## config.mk

```make
export PLATFORM = sky130hd
export DESIGN_NAME = irq_bank_seq
export DESIGN_NICKNAME = d
export VERILOG_FILES = /design/src/rtl/irq_bank_pkg.sv /design/src/rtl/irq_bank_grp_map.sv /design/src/rtl/irq_bank_ctrl.sv /design/src/rtl/irq_bank_store.sv /design/src/rtl/irq_bank_seq.sv
export SDC_FILE = /design/constraint.sdc
export NUM_CORES = 1
export LEC_CHECK = 0
export CAP_MARGIN = 10
export CORE_MARGIN = 2
export CORE_UTILIZATION = 55
export DETAILED_ROUTE_END_ITERATION = 16
export PLACE_DENSITY = 0.75
export REMOVE_ABC_BUFFERS = 1
export SYNTH_ARGS = -nofsm -noshare
export SYNTH_HDL_FRONTEND = slang
export SYNTH_HIERARCHICAL = 1
export SYNTH_SLANG_ARGS = --single-unit
```

## constraint.sdc

```tcl
create_clock -name clk -period 16.9 [get_ports clk]
set_input_delay 2.535 -clock clk [delete_from_list [all_inputs] [get_ports clk]]
set_output_delay 2.535 -clock clk [all_outputs]
set_load 0.02 [all_outputs]
```

## src/rtl/irq_bank_pkg.sv

```systemverilog
package irq_bank_pkg;
   localparam int unsigned LANES      = 4;
   localparam int unsigned GROUPS     = 5;
   localparam int unsigned RF_ENTRIES = LANES * GROUPS;
   localparam int unsigned IDX_W      = $clog2(RF_ENTRIES);
   localparam int unsigned GRP_W      = $clog2(GROUPS);

   typedef enum logic [1:0] {
      SEQ_IDLE = 2'd0,
      SEQ_SAVE = 2'd1,
      SEQ_REST = 2'd2
   } seq_state_e;
endpackage

```

## src/rtl/irq_bank_grp_map.sv

```systemverilog
module irq_bank_grp_map
   import irq_bank_pkg::*;
(
   input  logic [GRP_W-1:0]       grp,
   output logic [LANES*IDX_W-1:0] idx_flat
);
   // Group 0 holds the special registers, top slot first. Later groups walk
   // down the general registers four at a time; slot 15 (MACH) falls into group 1.
   for (genvar l = 0; l < LANES; l++) begin : g_lane
      localparam int unsigned SPECIAL_SLOT = RF_ENTRIES - 1 - l;
      logic [IDX_W-1:0] gen_slot;
      always_comb begin
         gen_slot = IDX_W'((GROUPS - 1 - int'(grp)) * LANES + l);
      end
      assign idx_flat[l*IDX_W +: IDX_W] = (grp == '0) ? IDX_W'(SPECIAL_SLOT) : gen_slot;
   end
endmodule

```

## src/rtl/irq_bank_ctrl.sv

```systemverilog
module irq_bank_ctrl
   import irq_bank_pkg::*;
(
   input  logic             clk,
   input  logic             rst,
   input  logic             save_trig,
   input  logic             rest_req,
   output logic [GRP_W-1:0] step,
   output logic             saving,
   output logic             restoring,
   output logic             fetch_stall,
   output logic             busy,
   output logic             done,
   output logic             bank_valid,
   output logic             restore_err
);
   localparam logic [GRP_W-1:0] LAST_STEP = GRP_W'(GROUPS - 1);

   seq_state_e state_q;
   logic [GRP_W-1:0] step_q;
   logic valid_q, done_q, err_q;
   logic idle, last, start_save, start_rest, bad_rest;

   always_comb begin
      idle       = (state_q == SEQ_IDLE);
      last       = (step_q == LAST_STEP);
      start_save = idle && save_trig;
      start_rest = idle && !save_trig && rest_req && valid_q;
      bad_rest   = idle && !save_trig && rest_req && !valid_q;
   end

   always_ff @(posedge clk) begin
      if (rst) begin
         state_q <= SEQ_IDLE;
         step_q  <= '0;
         valid_q <= 1'b0;
         done_q  <= 1'b0;
         err_q   <= 1'b0;
      end else begin
         done_q <= 1'b0;
         err_q  <= bad_rest;
         unique case (state_q)
            SEQ_IDLE: begin
               step_q <= '0;
               if (start_save)      state_q <= SEQ_SAVE;
               else if (start_rest) state_q <= SEQ_REST;
            end
            SEQ_SAVE: begin
               if (last) begin
                  state_q <= SEQ_IDLE;
                  step_q  <= '0;
                  valid_q <= 1'b1;
                  done_q  <= 1'b1;
               end else begin
                  step_q <= step_q + 1'b1;
               end
            end
            SEQ_REST: begin
               if (last) begin
                  state_q <= SEQ_IDLE;
                  step_q  <= '0;
                  valid_q <= 1'b0;
                  done_q  <= 1'b1;
               end else begin
                  step_q <= step_q + 1'b1;
               end
            end
            default: state_q <= SEQ_IDLE;
         endcase
      end
   end

   assign step        = step_q;
   assign saving      = (state_q == SEQ_SAVE);
   assign restoring   = (state_q == SEQ_REST);
   assign busy        = !idle;
   assign fetch_stall = start_save || saving;
   assign done        = done_q;
   assign bank_valid  = valid_q;
   assign restore_err = err_q;

   assert_step_range_R2: assert property (@(posedge clk) disable iff (rst)
      step_q <= LAST_STEP);
   assert_save_sets_valid_R4: assert property (@(posedge clk) disable iff (rst)
      (saving && last) |=> (bank_valid && done && !busy));
   assert_rest_clears_valid_R5: assert property (@(posedge clk) disable iff (rst)
      (restoring && last) |=> (!bank_valid && done));
   assert_err_single_R7: assert property (@(posedge clk) disable iff (rst)
      restore_err |=> !restore_err);
   assert_err_idle_R7: assert property (@(posedge clk) disable iff (rst)
      restore_err |-> !busy);
   assert_busy_ignores_R6: assert property (@(posedge clk) disable iff (rst)
      (saving && !last) |=> saving);
endmodule

```

## src/rtl/irq_bank_store.sv

```systemverilog
module irq_bank_store
   import irq_bank_pkg::*;
#(
   parameter int unsigned DATA_W         = 32,
   parameter bit          CLEAR_ON_RESET = 1'b0
) (
   input  logic                      clk,
   input  logic                      rst,
   input  logic                      cap_en,
   input  logic [GRP_W-1:0]          grp,
   input  logic [LANES*DATA_W-1:0]   cap_data,
   output logic [LANES*DATA_W-1:0]   out_data
);
   localparam int unsigned ROW_W = LANES * DATA_W;

   logic [ROW_W-1:0] row_q [GROUPS];

   for (genvar g = 0; g < GROUPS; g++) begin : g_row
      logic hit;
      assign hit = cap_en && (grp == GRP_W'(g));
      if (CLEAR_ON_RESET) begin : g_clr
         always_ff @(posedge clk) begin
            if (rst)      row_q[g] <= '0;
            else if (hit) row_q[g] <= cap_data;
         end
      end else begin : g_plain
         always_ff @(posedge clk) begin
            if (hit) row_q[g] <= cap_data;
         end
      end
   end

   always_comb begin
      out_data = '0;
      for (int g = 0; g < GROUPS; g++) begin
         if (grp == GRP_W'(g)) out_data = row_q[g];
      end
   end

   assert_cap_grp_R2: assert property (@(posedge clk) disable iff (rst)
      cap_en |-> (int'(grp) < GROUPS));
endmodule

```

## src/rtl/irq_bank_seq.sv

```systemverilog
module irq_bank_seq
   import irq_bank_pkg::*;
#(
   parameter int unsigned DATA_W         = 32,
   parameter bit          CLEAR_ON_RESET = 1'b0
) (
   input  logic                      clk,
   input  logic                      rst,
   input  logic                      save_trig,
   input  logic                      rest_req,
   output logic [LANES*IDX_W-1:0]    rf_rd_idx,
   input  logic [LANES*DATA_W-1:0]   rf_rd_data,
   output logic                      rf_wr_en,
   output logic [LANES*IDX_W-1:0]    rf_wr_idx,
   output logic [LANES*DATA_W-1:0]   rf_wr_data,
   output logic                      fetch_stall,
   output logic                      busy,
   output logic                      done,
   output logic                      bank_valid,
   output logic                      restore_err
);
   if (DATA_W < 1) begin : g_bad_width
      $error("irq_bank_seq: DATA_W must be at least 1");
   end
   if (RF_ENTRIES != 20 || LANES != 4) begin : g_bad_shape
      $error("irq_bank_seq: group map expects four lanes and twenty slots");
   end

   logic [GRP_W-1:0]       step;
   logic                   saving, restoring;
   logic [LANES*IDX_W-1:0] step_idx;

   irq_bank_ctrl u_ctrl (
      .clk         (clk),
      .rst         (rst),
      .save_trig   (save_trig),
      .rest_req    (rest_req),
      .step        (step),
      .saving      (saving),
      .restoring   (restoring),
      .fetch_stall (fetch_stall),
      .busy        (busy),
      .done        (done),
      .bank_valid  (bank_valid),
      .restore_err (restore_err)
   );

   irq_bank_grp_map u_map (
      .grp      (step),
      .idx_flat (step_idx)
   );

   irq_bank_store #(
      .DATA_W         (DATA_W),
      .CLEAR_ON_RESET (CLEAR_ON_RESET)
   ) u_store (
      .clk      (clk),
      .rst      (rst),
      .cap_en   (saving),
      .grp      (step),
      .cap_data (rf_rd_data),
      .out_data (rf_wr_data)
   );

   assign rf_rd_idx = step_idx;
   assign rf_wr_idx = step_idx;
   assign rf_wr_en  = restoring;

   assert_wr_needs_busy_R5: assert property (@(posedge clk) disable iff (rst)
      rf_wr_en |-> (busy && !fetch_stall));
   assert_done_pulse_R4: assert property (@(posedge clk) disable iff (rst)
      done |=> !done);
   assert_stall_in_save_R3: assert property (@(posedge clk) disable iff (rst)
      (busy && !rf_wr_en) |-> fetch_stall);
   assert_no_write_on_err_R7: assert property (@(posedge clk) disable iff (rst)
      restore_err |-> !rf_wr_en);
endmodule

```

==> results.rst <==
.. list-table::
   :header-rows: 1

   * - Metric
     - Value
   * - CTS tree
     - built
   * - Maximum clock frequency
     - 0.138 GHz
   * - CTS buffer count
     - 66
   * - Largest fanout of any net on the critical path
     - 57
   * - Actual transition at the worst max-transition pin
     - 1.08 ns
   * - Sequential share of the synthesized area
     - between 70% and 80%
   * - Proportion of layout cells with a drive suffix above 1
     - roughly 15%
   * - Drt drc
     - 0
   * - Register bit count reported by yosys
     - roughly 650
   * - Dominant synthesized flop cell
     - edfxtp_1
   * - Async set-reset flop share out of synthesis
     - 0%
   * - Detailed placer's ending HPWL
     - 28.4 mm
   * - Placement Rows
     - 78
   * - Source-to-sink clock delay at the later pin of the worst-skew pair
     - 0.57 ns
   * - Run status
     - finished, final reports clean
   * - Critical path capture point type
     - output port
   * - Distinct cell type count of the synthesized netlist
     - 36
   * - Count of hold buffers inserted by post-cts repair
     - 0
   * - Number of synthesized flops with an enable pin
     - 640
   * - TNS Setup
     - 0 ns
   * - Hold path startpoint
     - u_ctrl/bank_valid$_SDFFE_PP0P_
   * - Starting DRC count in detailed routing
     - 825
   * - Cell with the largest stage delay on the worst path
     - dfxtp_4
   * - Overall overflow remaining after global route
     - 0
   * - Final setup skew
     - between 0.01 and 0.015 ns
   * - Worst setup path class
     - reg -> out
   * - P&R area growth vs syn
     - 21.4%
   * - Setup Viol. Count Final
     - 0
   * - Setup repair after global routing missed its margin
     - no
   * - Via total after detailed routing
     - 12,900
   * - Origin of the critical flop-to-flop path
     - u_ctrl/step[0]$_SDFFE_PP0P_
   * - Number of global-route vias before repair
     - 13,600
   * - Required time at the worst-slack endpoint
     - 14.37 ns
   * - Critical Path Start Type
     - flip-flop
   * - Count of nets left with antenna violations after detail routing
     - 0
   * - Total count of hold-check failures in the final report
     - 0
   * - RR Endpoint
     - u_store/row_q[0][222]$_DFFE_PP_
   * - Total Routed Length
     - just over 50 mm
   * - Die width
     - around 220 microns
   * - Finished layout cell area
     - 0.0308 sq mm
   * - Floorplan die area
     - 0.0478 sq mm
   * - Slowest stage delay, CP
     - 1.00 ns
   * - Initial core utilization
     - 55.8%
   * - Routability congestion estimate
     - between 0.7 and 0.8
   * - Max Root-Sink Buffers
     - 3
   * - Final nets
     - between 1,500 and 2,000
   * - Pin count of the biggest net entering global routing
     - 67
   * - Clk slew on worst S/H paths
     - 0.06 ns
   * - Root buffer selected by CTS
     - clkbuf_16
   * - Floorplan core area
     - 0.0454 sq mm
   * - Number of I/O pins
     - between 300 and 400
   * - Vert. Die Dim
     - approximately 220 microns
   * - Share of the clock period used by the worst path after layout
     - between 40% and 50%
   * - Max capacitance violation total
     - 0
   * - Post-cts resize count
     - 0
   * - Chain of cells forming the critical path
     - buf_4 -> buf_4 -> mux2_2 -> a221o_1 -> clkdlybuf4s50_1
   * - Worst VDD drop
     - 0.0887 mV
   * - Detail-routed via count per cell
     - 5.71
   * - Number of antenna violations at the first check in global routing
     - 2
   * - Final Instance Count excl. Fillers
     - 2,267
   * - Most used cell, CP
     - buf_4
   * - Number of standard cells after synthesis
     - 1,328
   * - Worst-case register-to-register setup slack
     - roughly 13 ns
   * - Wirelength per Cell
     - between 20 and 25 microns
   * - Post-Syn Area
     - approximately 0.025 sq mm
   * - Number of input and output port buffers inserted
     - 305
   * - Total global-route track usage
     - 21.7%
   * - Inserted Diodes
     - 0
   * - Wire length of the first global-routing pass
     - 78.1 mm
   * - Hold Path Depth
     - 1
   * - DP Cell Count
     - 2,148
   * - Number of fill cells in the layout
     - 2,989
   * - Final critical delay including setup and external delays
     - 7.24 ns
   * - Clock Sink Count
     - 648
   * - Total area of multi-input combinational cells
     - 0.00526 sq mm
   * - Drt pass-1 iters
     - 5
   * - Min-Delay Endpoint
     - u_ctrl/restore_err$_SDFF_PP0_
   * - Cell count of the worst reg-to-reg path
     - 4
   * - FF/Latch Area
     - 0.0194 sq mm
   * - Warnings from Yosys
     - 6
   * - Mean cell area of the mapped netlist
     - 19.1 sq um
   * - P_leak
     - between 0.01 and 0.015 uW
   * - Pwr/cell area
     - 121 mW/mm^2
   * - Max-slew violations
     - 0
   * - Critical Path AT
     - between 4 and 5 ns
   * - Headroom to the max-slew limit
     - 28.1%
   * - Worst hold path class
     - reg -> reg
   * - Number of levels in the clock H-tree
     - 3
   * - Number of setup buffers added after CTS
     - 0
   * - Area after detailed placement
     - 0.0287 sq mm
## per-stage QoR
step,hold WS [ns],util [%],total power (uW),setup slack [ns]
after floorplan,0.478,-,2240,-5.88
after global placement,0.489,63.2,2370,10.24
after detailed placement,0.499,63.2,2380,10.25
after CTS,0.511,67.8,3770,9.61
after global routing,0.552,67.8,3870,9.46
final,0.516,67.8,3740,9.66
## cell usage after synthesis (2+ instances only)
cell type / instances / area share [%]
edfxtp_1: 640 / 76
nor2_1: 133 / 2.0
a221o_1: 127 / 5.0
mux2i_1: 127 / 5.0
mux2_4: 100 / 5.9
buf_4: 37 / 1.1
buf_2: 36 / 0.71
mux2_2: 26 / 1.2
clkbuf_1: 18 / 0.27
buf_6: 14 / 0.62
inv_1: 12 / 0.18
ha_1: 9 / 0.44
dfxtp_1: 8 / 0.63
nand2_1: 5 / 0.074
a21oi_1: 4 / 0.079
nand2b_1: 4 / 0.099
nand3_1: 4 / 0.079
buf_1: 3 / 0.044
a21boi_0: 2 / 0.059
nor3_1: 2 / 0.040
o21ai_0: 2 / 0.040
## logic make-up after synthesis
kind of cell | share of synthesized area (%)
flops | 76.5
compound gates | 5.40
fa+ha+maj | 0.445
buf+inv | 2.92
simple gates | 2.48
mux | 12.2
## sequential cells by signal, summed over array words and instances (netlist names)
| name | count |
|---|---|
| u_ctrl/step | 3 |
| u_ctrl/done | 1 |
| u_ctrl/state_q | 2 |
| u_store/row_q | 640 |
| u_ctrl/restore_err | 1 |
| u_ctrl/bank_valid | 1 |
## cell type report
| class | instances | area share (%) |
|---|---|---|
| clock buffer | 85 | 6.01 |
| clock inverter | 34 | 0.797 |
| inverter | 12 | 0.146 |
| multi-input combinational | 560 | 17.1 |
| sequential | 648 | 63.0 |
| tap | 600 | 2.44 |
| timing repair buffer | 328 | 10.5 |
## layer usage
layer	track usage, %	up-vias	share of wire, %
met4	6.03	4	1.6
met3	5.51	69	7.3
met2	37.0	396	51
met1	27.6	6630	40
li1	-	5849	-
met5	0	-	0.052
## where the power goes
part,switching [uW],leakage (uW),total (uW),internal [uW]
clock,573,0.00102,1390,819
combinational,246,0.00323,504,258
sequential,19.4,0.00586,1840,1820
total,838,0.0101,3740,2900
## worst max-delay path: cells and delay by family (launching register included)
| kind | cells | cell delay, ns |
|---|---|---|
| AO/OA/AOI/OAI | 1 | 0.35 |
| buffers and inverters | 3 | 2.22 |
| flip-flops | 1 | 1.00 |
| multiplexers | 1 | 0.42 |
## layout by cell type (no fill, tap or decap), types with 3 or more instances in the layout
master	netlist	final
clkinv_2	0	11
mux2i_1	127	127
mux2_2	26	26
nand3_1	4	4
bufinv_16	0	3
nor2_1	133	129
mux2_4	100	100
inv_1	12	12
clkdlybuf4s50_1	0	305
clkbuf_1	18	12
a221o_1	127	127
buf_4	37	23
clkinv_1	0	14
clkbuf_16	0	71
nand2_1	5	5
a21oi_1	4	4
edfxtp_1	640	640
clkinvlp_4	0	4
ha_1	9	9
nand2b_1	4	3
nor2_4	0	5
dfxtp_1	8	7
## worst max path at each step
stage	cells after the start	slack, ns	from	endpoint
after floorplan	2	-5.88	u_ctrl/step[0]$_SDFFE_PP0P_	rf_wr_data[0]
after global placement	5	10.24	u_ctrl/step[0]$_SDFFE_PP0P_	rf_wr_data[9]
after detailed placement	5	10.25	u_ctrl/step[0]$_SDFFE_PP0P_	rf_wr_data[9]
after CTS	5	9.61	u_ctrl/step[0]$_SDFFE_PP0P_	rf_wr_data[6]
after global routing	5	9.46	u_ctrl/step[0]$_SDFFE_PP0P_	rf_wr_data[6]
final	5	9.66	u_ctrl/step[0]$_SDFFE_PP0P_	rf_wr_data[6]
Note: power is estimated with default switching activity, not from simulation.
